File: src/rtl/hdb3_rx_pkg.sv
package hdb3_rx_pkg;

  // Rail pair as sampled: bit 1 = negative rail, bit 0 = positive rail.
  typedef enum logic [1:0] {
    SYM_SPACE = 2'b00,
    SYM_POS   = 2'b01,
    SYM_NEG   = 2'b10,
    SYM_BOTH  = 2'b11
  } rail_sym_e;

  // Verdict on the symbol sampled this cycle.
  typedef struct packed {
    logic data;  // decoded value before any later zero fill
    logic fill;  // clear this symbol and the ones held behind it
    logic err;   // coding-rule breach
  } sym_verdict_t;

  function automatic logic sym_is_mark(input rail_sym_e s);
    return s != SYM_SPACE;
  endfunction

  function automatic logic sym_is_single(input rail_sym_e s);
    return (s == SYM_POS) || (s == SYM_NEG);
  endfunction

endpackage

File: src/rtl/rx_rail_select.sv
module rx_rail_select
  import hdb3_rx_pkg::*;
(
  input  logic      loop_en,
  input  logic      rx_pos,
  input  logic      rx_neg,
  input  logic      lb_pos,
  input  logic      lb_neg,
  output rail_sym_e sym,
  output logic      ckr
);

  logic [1:0] rails;

  always_comb begin
    if (loop_en) rails = {lb_neg, lb_pos};
    else         rails = {rx_neg, rx_pos};
  end

  assign sym = rail_sym_e'(rails);
  assign ckr = |rails;

endmodule

File: src/rtl/rx_violation_check.sv
module rx_violation_check
  import hdb3_rx_pkg::*;
#(
  parameter int unsigned WIN = 4   // substitution length in symbols
) (
  input  logic         clk,
  input  logic         rst_n,
  input  logic         hdb3_en,
  input  rail_sym_e    sym,
  output sym_verdict_t verdict,
  output logic         err_q
);

  // hist[0] holds the mark flag of the symbol one edge back,
  // hist[WIN-1] the one WIN edges back.
  localparam int unsigned OLDEST = WIN - 1;

  logic [WIN-1:0] hist;
  logic           last_neg;
  logic           mark_seen;
  logic           lastv_neg;
  logic           viol_seen;

  logic is_mark, is_single, is_neg, is_both;
  logic viol, window_ok, repeat_v;

  always_comb begin
    is_mark   = sym_is_mark(sym);
    is_single = sym_is_single(sym);
    is_neg    = (sym == SYM_NEG);
    is_both   = (sym == SYM_BOTH);

    viol      = is_single && mark_seen && (is_neg == last_neg);
    window_ok = hist[OLDEST] && !hist[1] && !hist[0];
    repeat_v  = viol && viol_seen && (is_neg == lastv_neg);

    verdict.fill = 1'b0;
    verdict.data = is_mark;
    verdict.err  = is_both;

    if (hdb3_en) begin
      if (viol && window_ok) begin
        verdict.fill = 1'b1;
        verdict.data = 1'b0;
      end
      if ((viol && !window_ok) || repeat_v) verdict.err = 1'b1;
    end else begin
      if (viol) verdict.err = 1'b1;
    end
  end

  always_ff @(posedge clk or negedge rst_n) begin
    if (!rst_n) begin
      hist      <= '0;
      last_neg  <= 1'b0;
      mark_seen <= 1'b0;
      lastv_neg <= 1'b0;
      viol_seen <= 1'b0;
      err_q     <= 1'b0;
    end else begin
      hist  <= {hist[WIN-2:0], is_mark};
      err_q <= verdict.err;
      if (is_single) begin
        last_neg  <= is_neg;
        mark_seen <= 1'b1;
      end
      if (viol) begin
        lastv_neg <= is_neg;
        viol_seen <= 1'b1;
      end
    end
  end

endmodule

File: src/rtl/rx_fill_pipe.sv
module rx_fill_pipe #(
  parameter int unsigned WIN = 4
) (
  input  logic clk,
  input  logic rst_n,
  input  logic bit_in,
  input  logic fill,
  output logic nrz_q
);

  // sr[0] newest; a fill clears every stage, which after the shift
  // holds exactly the current symbol and the WIN-1 before it.
  logic [WIN-1:0] sr;
  logic [WIN-1:0] nxt;

  for (genvar i = 0; i < WIN; i++) begin : g_stage
    if (i == 0) begin : g_head
      assign nxt[i] = bit_in;
    end else begin : g_body
      assign nxt[i] = sr[i-1];
    end
  end

  always_ff @(posedge clk or negedge rst_n) begin
    if (!rst_n) begin
      sr    <= '0;
      nrz_q <= 1'b0;
    end else begin
      nrz_q <= sr[WIN-1];
      sr    <= fill ? '0 : nxt;
    end
  end

endmodule

File: src/rtl/hdb3_ami_rx.sv
module hdb3_ami_rx
  import hdb3_rx_pkg::*;
#(
  parameter int unsigned SUB_LEN = 4
) (
  input  logic clk,
  input  logic rst_n,
  input  logic hdb3_en,
  input  logic loop_en,
  input  logic rx_pos,
  input  logic rx_neg,
  input  logic lb_pos,
  input  logic lb_neg,
  output logic nrz_out,
  output logic err_out,
  output logic ckr_out
);

  rail_sym_e    sym;
  sym_verdict_t verdict;

  rx_rail_select u_sel (
    .loop_en (loop_en),
    .rx_pos  (rx_pos),
    .rx_neg  (rx_neg),
    .lb_pos  (lb_pos),
    .lb_neg  (lb_neg),
    .sym     (sym),
    .ckr     (ckr_out)
  );

  rx_violation_check #(.WIN(SUB_LEN)) u_chk_rules (
    .clk     (clk),
    .rst_n   (rst_n),
    .hdb3_en (hdb3_en),
    .sym     (sym),
    .verdict (verdict),
    .err_q   (err_out)
  );

  rx_fill_pipe #(.WIN(SUB_LEN)) u_pipe (
    .clk    (clk),
    .rst_n  (rst_n),
    .bit_in (verdict.data),
    .fill   (verdict.fill),
    .nrz_q  (nrz_out)
  );

endmodule

File: config.mk
export PLATFORM = sky130hd
export DESIGN_NAME = hdb3_ami_rx
export DESIGN_NICKNAME = d
export VERILOG_FILES = /design/src/rtl/hdb3_rx_pkg.sv /design/src/rtl/rx_rail_select.sv /design/src/rtl/rx_violation_check.sv /design/src/rtl/rx_fill_pipe.sv /design/src/rtl/hdb3_ami_rx.sv
export SDC_FILE = /design/constraint.sdc
export NUM_CORES = 1
export LEC_CHECK = 0
export BUFFER_PORTS_ARGS = -buffer_cell sky130_fd_sc_hd__buf_2
export CAP_MARGIN = 15
export CELL_PAD_IN_SITES_DETAIL_PLACEMENT = 1
export CELL_PAD_IN_SITES_GLOBAL_PLACEMENT = 2
export CORE_MARGIN = 5
export CORE_UTILIZATION = 33
export DETAILED_ROUTE_END_ITERATION = 8
export MAX_ROUTING_LAYER = met4
export PLACE_DENSITY_LB_ADDON = 0.3
export SLEW_MARGIN = 40
export SYNTH_ARGS = -nofsm -noshare
export SYNTH_HDL_FRONTEND = slang
export SYNTH_HIERARCHICAL = 1
export SYNTH_SLANG_ARGS = --single-unit
File: constraint.sdc
create_clock -name clk -period 1.1 [get_ports clk]
set_input_delay 0.055 -clock clk [delete_from_list [all_inputs] [get_ports clk]]
set_output_delay 0.055 -clock clk [all_outputs]
set_load 0.1 [all_outputs]
==> flow_metrics.env, run 1 <==
export IMPL_die_h_um=51.4
export IMPL_hold_class="input pin to asynchronous set/reset pin"
export IMPL_antennaDiodeCount=0
export IMPL_gp_congestion=0.699
export IMPL_critical_path_max_stage_delay_ns=0.44
export IMPL_cts_root_buf="clkbuf_4"
export IMPL_r2r_start="u_chk_rules/last_neg$_DFFE_PN0N_"
export IMPL_portBuffers=10
export IMPL_critPathSlowestCell="dfrtp_2"
export IMPL_netlist_area_um2=566
export IMPL_synth_top_cell_by_area="dfrtp_1"
export IMPL_antenna_found_initial=0
export IMPL_clock_path_buffers=2
export IMPL_grt_pass1_vias=434
export IMPL_place_area_um2=751
export IMPL_worst_slew_pin_slew_ns=0.309
export IMPL_hold_slack_ns=0.198
export IMPL_via_per_inst=4.76
export IMPL_stdcell_area_um2=826
export IMPL_clock_sinks=14
export IMPL_layout_commonest_cell="dfrtp_1"
export IMPL_critical_path_startpoint="u_chk_rules/last_neg$_DFFE_PN0N_"
export IMPL_wl_per_cell_um=12.3
export IMPL_hold_viol=0
export IMPL_place_detailed_hpwl_um=812
export IMPL_path_class="flop to flop"
export IMPL_arrival_ns=1.21
export IMPL_pwr_share_seq_pct=48.2
export IMPL_pre_cts_ws_ns=-0.317
export IMPL_die_w_um=51.4
export IMPL_overflow=0
export IMPL_rrSetupSlack_ns=0.05
export IMPL_final_cell_mix="dfrtp_1 (13), buf_2 (6)"
export IMPL_synth_top_family_by_area="simple AND/OR/NAND/NOR gates"
export IMPL_initial_utilization_pct=33.9
export IMPL_nets=78
export IMPL_crit_path_start_kind="flop"
export IMPL_relSlewSlack_pct=79.4
export IMPL_worst_clock_skew_ns=0.00212
export IMPL_synthTopCellsByArea="dfrtp_1 (62%), ha_1 (6.6%), nor2b_1 (4.4%)"
export IMPL_synth_xor_area_share_pct=3.10
export IMPL_drtIter0Drc=0
export IMPL_cts_tree="done"
export IMPL_p_sw_uw=404
export IMPL_synthToLayoutAreaGrowth_pct=46.0
export IMPL_clkTransAtPathRegs_ns=0.07
export IMPL_setup_viol=0
export IMPL_core_area_mm2=0.00167
export IMPL_r2r_end="u_pipe/sr[2]$_DFF_PN0_"
export IMPL_synthCells=47
export IMPL_post_synth_num_cell_types=16
export IMPL_first_pass_iters=1
export IMPL_end_kind="flop"
export IMPL_fin_crit_ns=1.05
export IMPL_clk_latency_ns=0.27
export IMPL_grt_usage_pct=9.78
export IMPL_power_switching_share_pct=31.9
export IMPL_ctsHtreeMaxLevel=1
export IMPL_fin_crit_sh_pct=95.2
export IMPL_clockPowerShare_pct=21.3
export IMPL_max_freq_mhz=955
export IMPL_intPower_uw=864
export IMPL_finalWorstSetupSlack_ns=0.0527
export IMPL_synth_seq_cells=14
export IMPL_grt_pass1_wl_um=1810
export IMPL_ir_drop_v=0.000863
export IMPL_io_pins=11
export IMPL_synthesis_nets=58
export IMPL_grt_max_degree=15
export IMPL_slew_viol_final=0
export IMPL_power_per_cell_area_mw_per_mm2=1530
export IMPL_yosysWarnings=6
export IMPL_dieArea_mm2=0.00264
export IMPL_critical_path_cell_chain="xor2_4 -> nor2_4 -> and2_4 -> nor2b_1"
export IMPL_yosys_area_top_type_share_pct=61.9
export IMPL_synth_compound_area_share_pct=8.63
export IMPL_cts_buffers=3
export IMPL_drive_gt1_share_pct=47.7
export IMPL_via_count=390
export IMPL_critPathRequiredTime_ns=1.27
export IMPL_status="complete, no violations"
export IMPL_yosysSeqAreaShare_pct=61.9
export IMPL_avgSynthCellArea_um2=12.0
export IMPL_synthAdderAreaFrac_pct=6.64
export IMPL_cap_viol_max_count=0
export IMPL_rows=15
export IMPL_finalWirelength_um=1010
export IMPL_synth_mux_area_share_pct=3.98
export IMPL_path_max_fanout=4
export IMPL_p_comb_share_pct=30.5
export IMPL_r2r_worst_path_cells=4
export IMPL_finalPower_uw=1270
export IMPL_power_leakage_uw=0.000370
export IMPL_ant_nets=0
export IMPL_drc=0
export IMPL_synth_simple_gate_area_share_pct=12.4
-- power groups by stage --
stage	clock network (uW)	registers, uW	logic (uW)
final	270	611	386
after global routing	313	617	412
after CTS	280	606	358
after detailed placement	0	616	351
after global placement	0	613	346
after floorplan	0	693	131
-- per-stage QoR --
stage                     TNS [ns]  instances  util, %
after floorplan             -0.330         47        -
after global placement       -1.56         78     44.9
after detailed placement     -1.72         78     44.9
after CTS                        0         82     47.0
after global routing       -0.0164         82     49.4
final                            0         82     49.4
-- layout make-up --
| type | instances | area, um2 |
|---|---|---|
| fillers | 175 | 845 |
| multi-input cells | 28 | 268 |
| inverters | 5 | 21.3 |
| flip-flops and latches | 14 | 352 |
| repair buffers | 15 | 141 |
| well taps | 17 | 21.3 |
| clock buffers | 3 | 22.5 |
-- kinds of logic (layout without fill, tap and decap cells) --
| group | after synthesis | in the layout |
|---|---|---|
| AO/OA/AOI/OAI | 9 | 9 |
| XOR/XNOR | 2 | 2 |
| adder cells (fa/ha/maj) | 3 | 3 |
| buffers and inverters | 5 | 23 |
| flip-flops | 14 | 14 |
| multiplexers | 2 | 2 |
| AND/OR/NAND/NOR | 12 | 12 |
-- sequential cells by signal, summed over array words and instances (netlist names) --
signal / cells
u_chk_rules/hist: 4
u_pipe/sr: 4
u_chk_rules/err_q: 1
u_chk_rules/last_neg: 1
u_chk_rules/lastv_neg: 1
u_chk_rules/mark_seen: 1
u_chk_rules/viol_seen: 1
u_pipe/nrz_q: 1
-- cells in the mapped netlist --
cell,count
a21o_1,1
or2_2,1
dfrtp_1,14
and2_1,1
a21oi_1,2
ha_1,3
and4bb_2,1
inv_1,5
a31oi_1,1
xor2_1,2
mux2_2,2
nand2_1,2
nor3_1,1
nor2b_1,4
o21ai_0,5
nor2_1,2
-- worst max-delay path: cells and delay by family, from the launching register on --
| family | cells | cell delay, ns |
|---|---|---|
| DFF | 1 | 0.44 |
| and+or+nand+nor | 3 | 0.32 |
| xor gates and xnor gates | 1 | 0.17 |
-- routing by layer --
| layer | GRT usage (%) | share of wire, % |
|---|---|---|
| met5 | - | 0 |
| met4 | 5.24 | 1.5 |
| met3 | 3.50 | 6.4 |
| met2 | 14.4 | 50 |
| met1 | 11.6 | 42 |
-- worst max-delay path by stage --
stage	slack, ns	cells after the start	to
floorplan	-0.08	6	u_pipe/sr[0]$_DFF_PN0_
CTS	0.006	8	u_pipe/sr[2]$_DFF_PN0_
global route	-0.009	4	u_pipe/sr[1]$_DFF_PN0_
global placement	-0.30	7	u_pipe/sr[3]$_DFF_PN0_
detailed placement	-0.32	7	u_pipe/sr[2]$_DFF_PN0_
finish	0.05	4	u_pipe/sr[2]$_DFF_PN0_
-- timing repair --
| action | CTS | global route |
|---|---|---|
| hold endpoints to repair | 14 | 0 |
| pin swaps | 0 | 4 |
| hold buffers | 1 | 0 |
| setup endpoints to repair | 4 | 5 |
| buffers inserted | 0 | 0 |
| gates resized for setup | 1 | 10 |
Note: power is estimated with default switching activity, not from simulation.
==> run 2, diff against run 1 <==
--- a/config.mk
+++ b/config.mk
@@ -10,10 +10,11 @@
 export CELL_PAD_IN_SITES_DETAIL_PLACEMENT = 1
 export CELL_PAD_IN_SITES_GLOBAL_PLACEMENT = 2
 export CORE_MARGIN = 5
-export CORE_UTILIZATION = 33
+export CORE_UTILIZATION = 29
 export DETAILED_ROUTE_END_ITERATION = 8
 export MAX_ROUTING_LAYER = met4
 export PLACE_DENSITY_LB_ADDON = 0.3
+export REMOVE_ABC_BUFFERS = 1
 export SLEW_MARGIN = 40
 export SYNTH_ARGS = -nofsm -noshare
 export SYNTH_HDL_FRONTEND = slang
==> constraint.sdc (replaced) <==
create_clock -name clk -period 0.9 [get_ports clk]
set_input_delay 0.045 -clock clk [delete_from_list [all_inputs] [get_ports clk]]
set_output_delay 0.045 -clock clk [all_outputs]
set_load 0.1 [all_outputs]
==> flow_metrics.env, run 2 (synthesis gave the netlist of run 1 again) <==
export IMPL_initial_utilization_pct=29.7
export IMPL_drtIter0Drc=2
export IMPL_critPathSlowestCell="dfrtp_1"
export IMPL_power_per_cell_area_mw_per_mm2=1860
export IMPL_critPathRequiredTime_ns=1.06
export IMPL_worst_clock_skew_ns=0.00371
export IMPL_fin_setup_tns_ns=-0.854
export IMPL_portBuffers=10
export IMPL_synthToLayoutAreaGrowth_pct=55.8
export IMPL_clock_path_buffers=2
export IMPL_path_class="flop to flop"
export IMPL_place_detailed_hpwl_um=872
export IMPL_power_leakage_uw=0.000395
export IMPL_critical_path_max_stage_delay_ns=0.38
export IMPL_end_kind="flop"
export IMPL_die_w_um=54.2
export IMPL_antenna_found_initial=0
export IMPL_grt_pass1_vias=448
export IMPL_first_pass_iters=4
export IMPL_cts_tree="done"
export IMPL_crit_path_start_kind="flop"
export IMPL_rrSetupSlack_ns=-0.19
export IMPL_critical_path_cell_chain="and4bb_2 -> o21ai_1 -> a21o_1"
export IMPL_fillCellCount=213
export IMPL_die_h_um=54.2
export IMPL_io_pins=11
export IMPL_cts_root_buf="clkbuf_4"
export IMPL_fin_crit_sh_pct=121
export IMPL_ir_drop_v=0.000715
export IMPL_critPathBufInv=0
export IMPL_core_area_mm2=0.00190
export IMPL_relSlewSlack_pct=79.2
export IMPL_drc=0
export IMPL_nets=82
export IMPL_clk_latency_ns=0.27
export IMPL_r2r_start="u_chk_rules/hist[0]$_DFF_PN0_"
export IMPL_r2r_end="u_chk_rules/err_q$_DFF_PN0_"
export IMPL_dieArea_mm2=0.00293
export IMPL_path_max_fanout=3
export IMPL_top_regs="u_chk_rules/hist (4), u_pipe/sr (4)"
export IMPL_crit_family="flip-flops"
export IMPL_ctsHtreeMaxLevel=1
export IMPL_multi_input_area_um2=272
export IMPL_overflow=0
export IMPL_worst_slew_pin_slew_ns=0.312
export IMPL_grt_usage_pct=10.1
export IMPL_arrival_ns=1.25
export IMPL_status="finished with violations"
export IMPL_violations="setup timing"
export IMPL_drive_gt1_share_pct=53.6
export IMPL_max_freq_mhz=921
export IMPL_cap_viol_max_count=0
export IMPL_via_per_inst=4.34
export IMPL_finalWirelength_um=1200
export IMPL_hold_class="input pin to asynchronous set/reset pin"
export IMPL_ant_nets=0
export IMPL_rsz0062_at_grt="true"
export IMPL_final_cell_mix="dfrtp_1 (14), buf_4 (7), buf_2 (6)"
export IMPL_r2r_worst_path_cells=3
export IMPL_clkTransAtPathRegs_ns=0.07
export IMPL_cts_buffers=3
export IMPL_clock_sinks=14
export IMPL_fin_crit_ns=1.09
export IMPL_fin_cells=96
export IMPL_place_inst=89
export IMPL_grt_max_degree=15
export IMPL_layout_commonest_cell="dfrtp_1"
export IMPL_slew_viol_final=0
export IMPL_via_count=417
export IMPL_grt_pass1_wl_um=1940
export IMPL_final_seq_area_um2=350
export IMPL_rows=16
export IMPL_hold_viol=0
export IMPL_wl_per_cell_um=12.5
export IMPL_finalWorstSetupSlack_ns=-0.185
export IMPL_setup_viol=7
export IMPL_gp_congestion=0.686
export IMPL_antennaDiodeCount=0
[run 2: cell types whose count changed in the layout (fill, tap and decap cells not counted), moves of 2 or more]
cell	change
buf_4	+3
o21ai_0	-3
a21oi_1	+2
o21ai_2	+2
a21oi_2	-2
[run 2: metrics by stage]
step	hold slack, ns	area, um2	power, uW	util [%]	worst slack (ns)
global route	0.211	881	1730	46.3	-0.240
CTS	0.200	846	1610	44.5	-0.159
finish	0.189	881	1640	46.3	-0.185
global placement	-0.0505	732	1180	38.5	-0.596
detailed placement	-0.0434	732	1190	38.5	-0.614
floorplan	-0.251	566	983	-	-0.701
[run 2: per-layer routing]
layer  part of all wire, %  global-route usage, %  up-vias  wire, um
met3                   6.0                   2.49        4        72
met4                   2.4                   6.22        0        29
met5                     0                      -        -         0
li1                      -                      -      198         -
met2                    51                   16.7       13       617
met1                    40                   10.6      202       479
[run 2: power by group]
group          leakage (uW)  switching [uW]  internal (uW)  total [uW]
logic              0.000233             309            260         568
registers          0.000149            42.6            697         740
clock network     0.0000138             174            155         329
[run 2: area by class of cell]
type | count | share of cell area (%)
flip-flops and latches | 14 | 39.8
inverters | 5 | 2.70
repair buffers | 19 | 20.3
well taps | 27 | 3.84
clock buffers | 3 | 2.56
multi-input cells | 28 | 30.8
[run 2: worst reg2reg max path, cell delays in order (launching register included)]
cell and delay [ns]:
dfrtp_1 0.38, and4bb_2 0.34, o21ai_1 0.10, a21o_1 0.17
[run 2: how the worst max path moves through the flow]
stage	start	to	slack, ns	depth (start not counted)
after CTS	u_chk_rules/last_neg$_DFFE_PN0N_	u_pipe/sr[0]$_DFF_PN0_	-0.16	4
after floorplan	lb_pos	ckr_out	-0.70	2
final	u_chk_rules/hist[0]$_DFF_PN0_	u_chk_rules/err_q$_DFF_PN0_	-0.19	3
after detailed placement	loop_en	u_pipe/sr[0]$_DFF_PN0_	-0.61	7
after global placement	loop_en	u_pipe/sr[0]$_DFF_PN0_	-0.60	7
after global routing	u_chk_rules/last_neg$_DFFE_PN0N_	u_pipe/sr[0]$_DFF_PN0_	-0.24	4
[run 2: repair_timing]
action                     in CTS  in global routing
gates resized for setup        19                  8
hold endpoints to repair       14                  0
setup endpoints to repair      10                 10
hold buffers                    1                  0
pin swaps                       5                  2
cloned                          0                  0
setup buffers                   2                  2
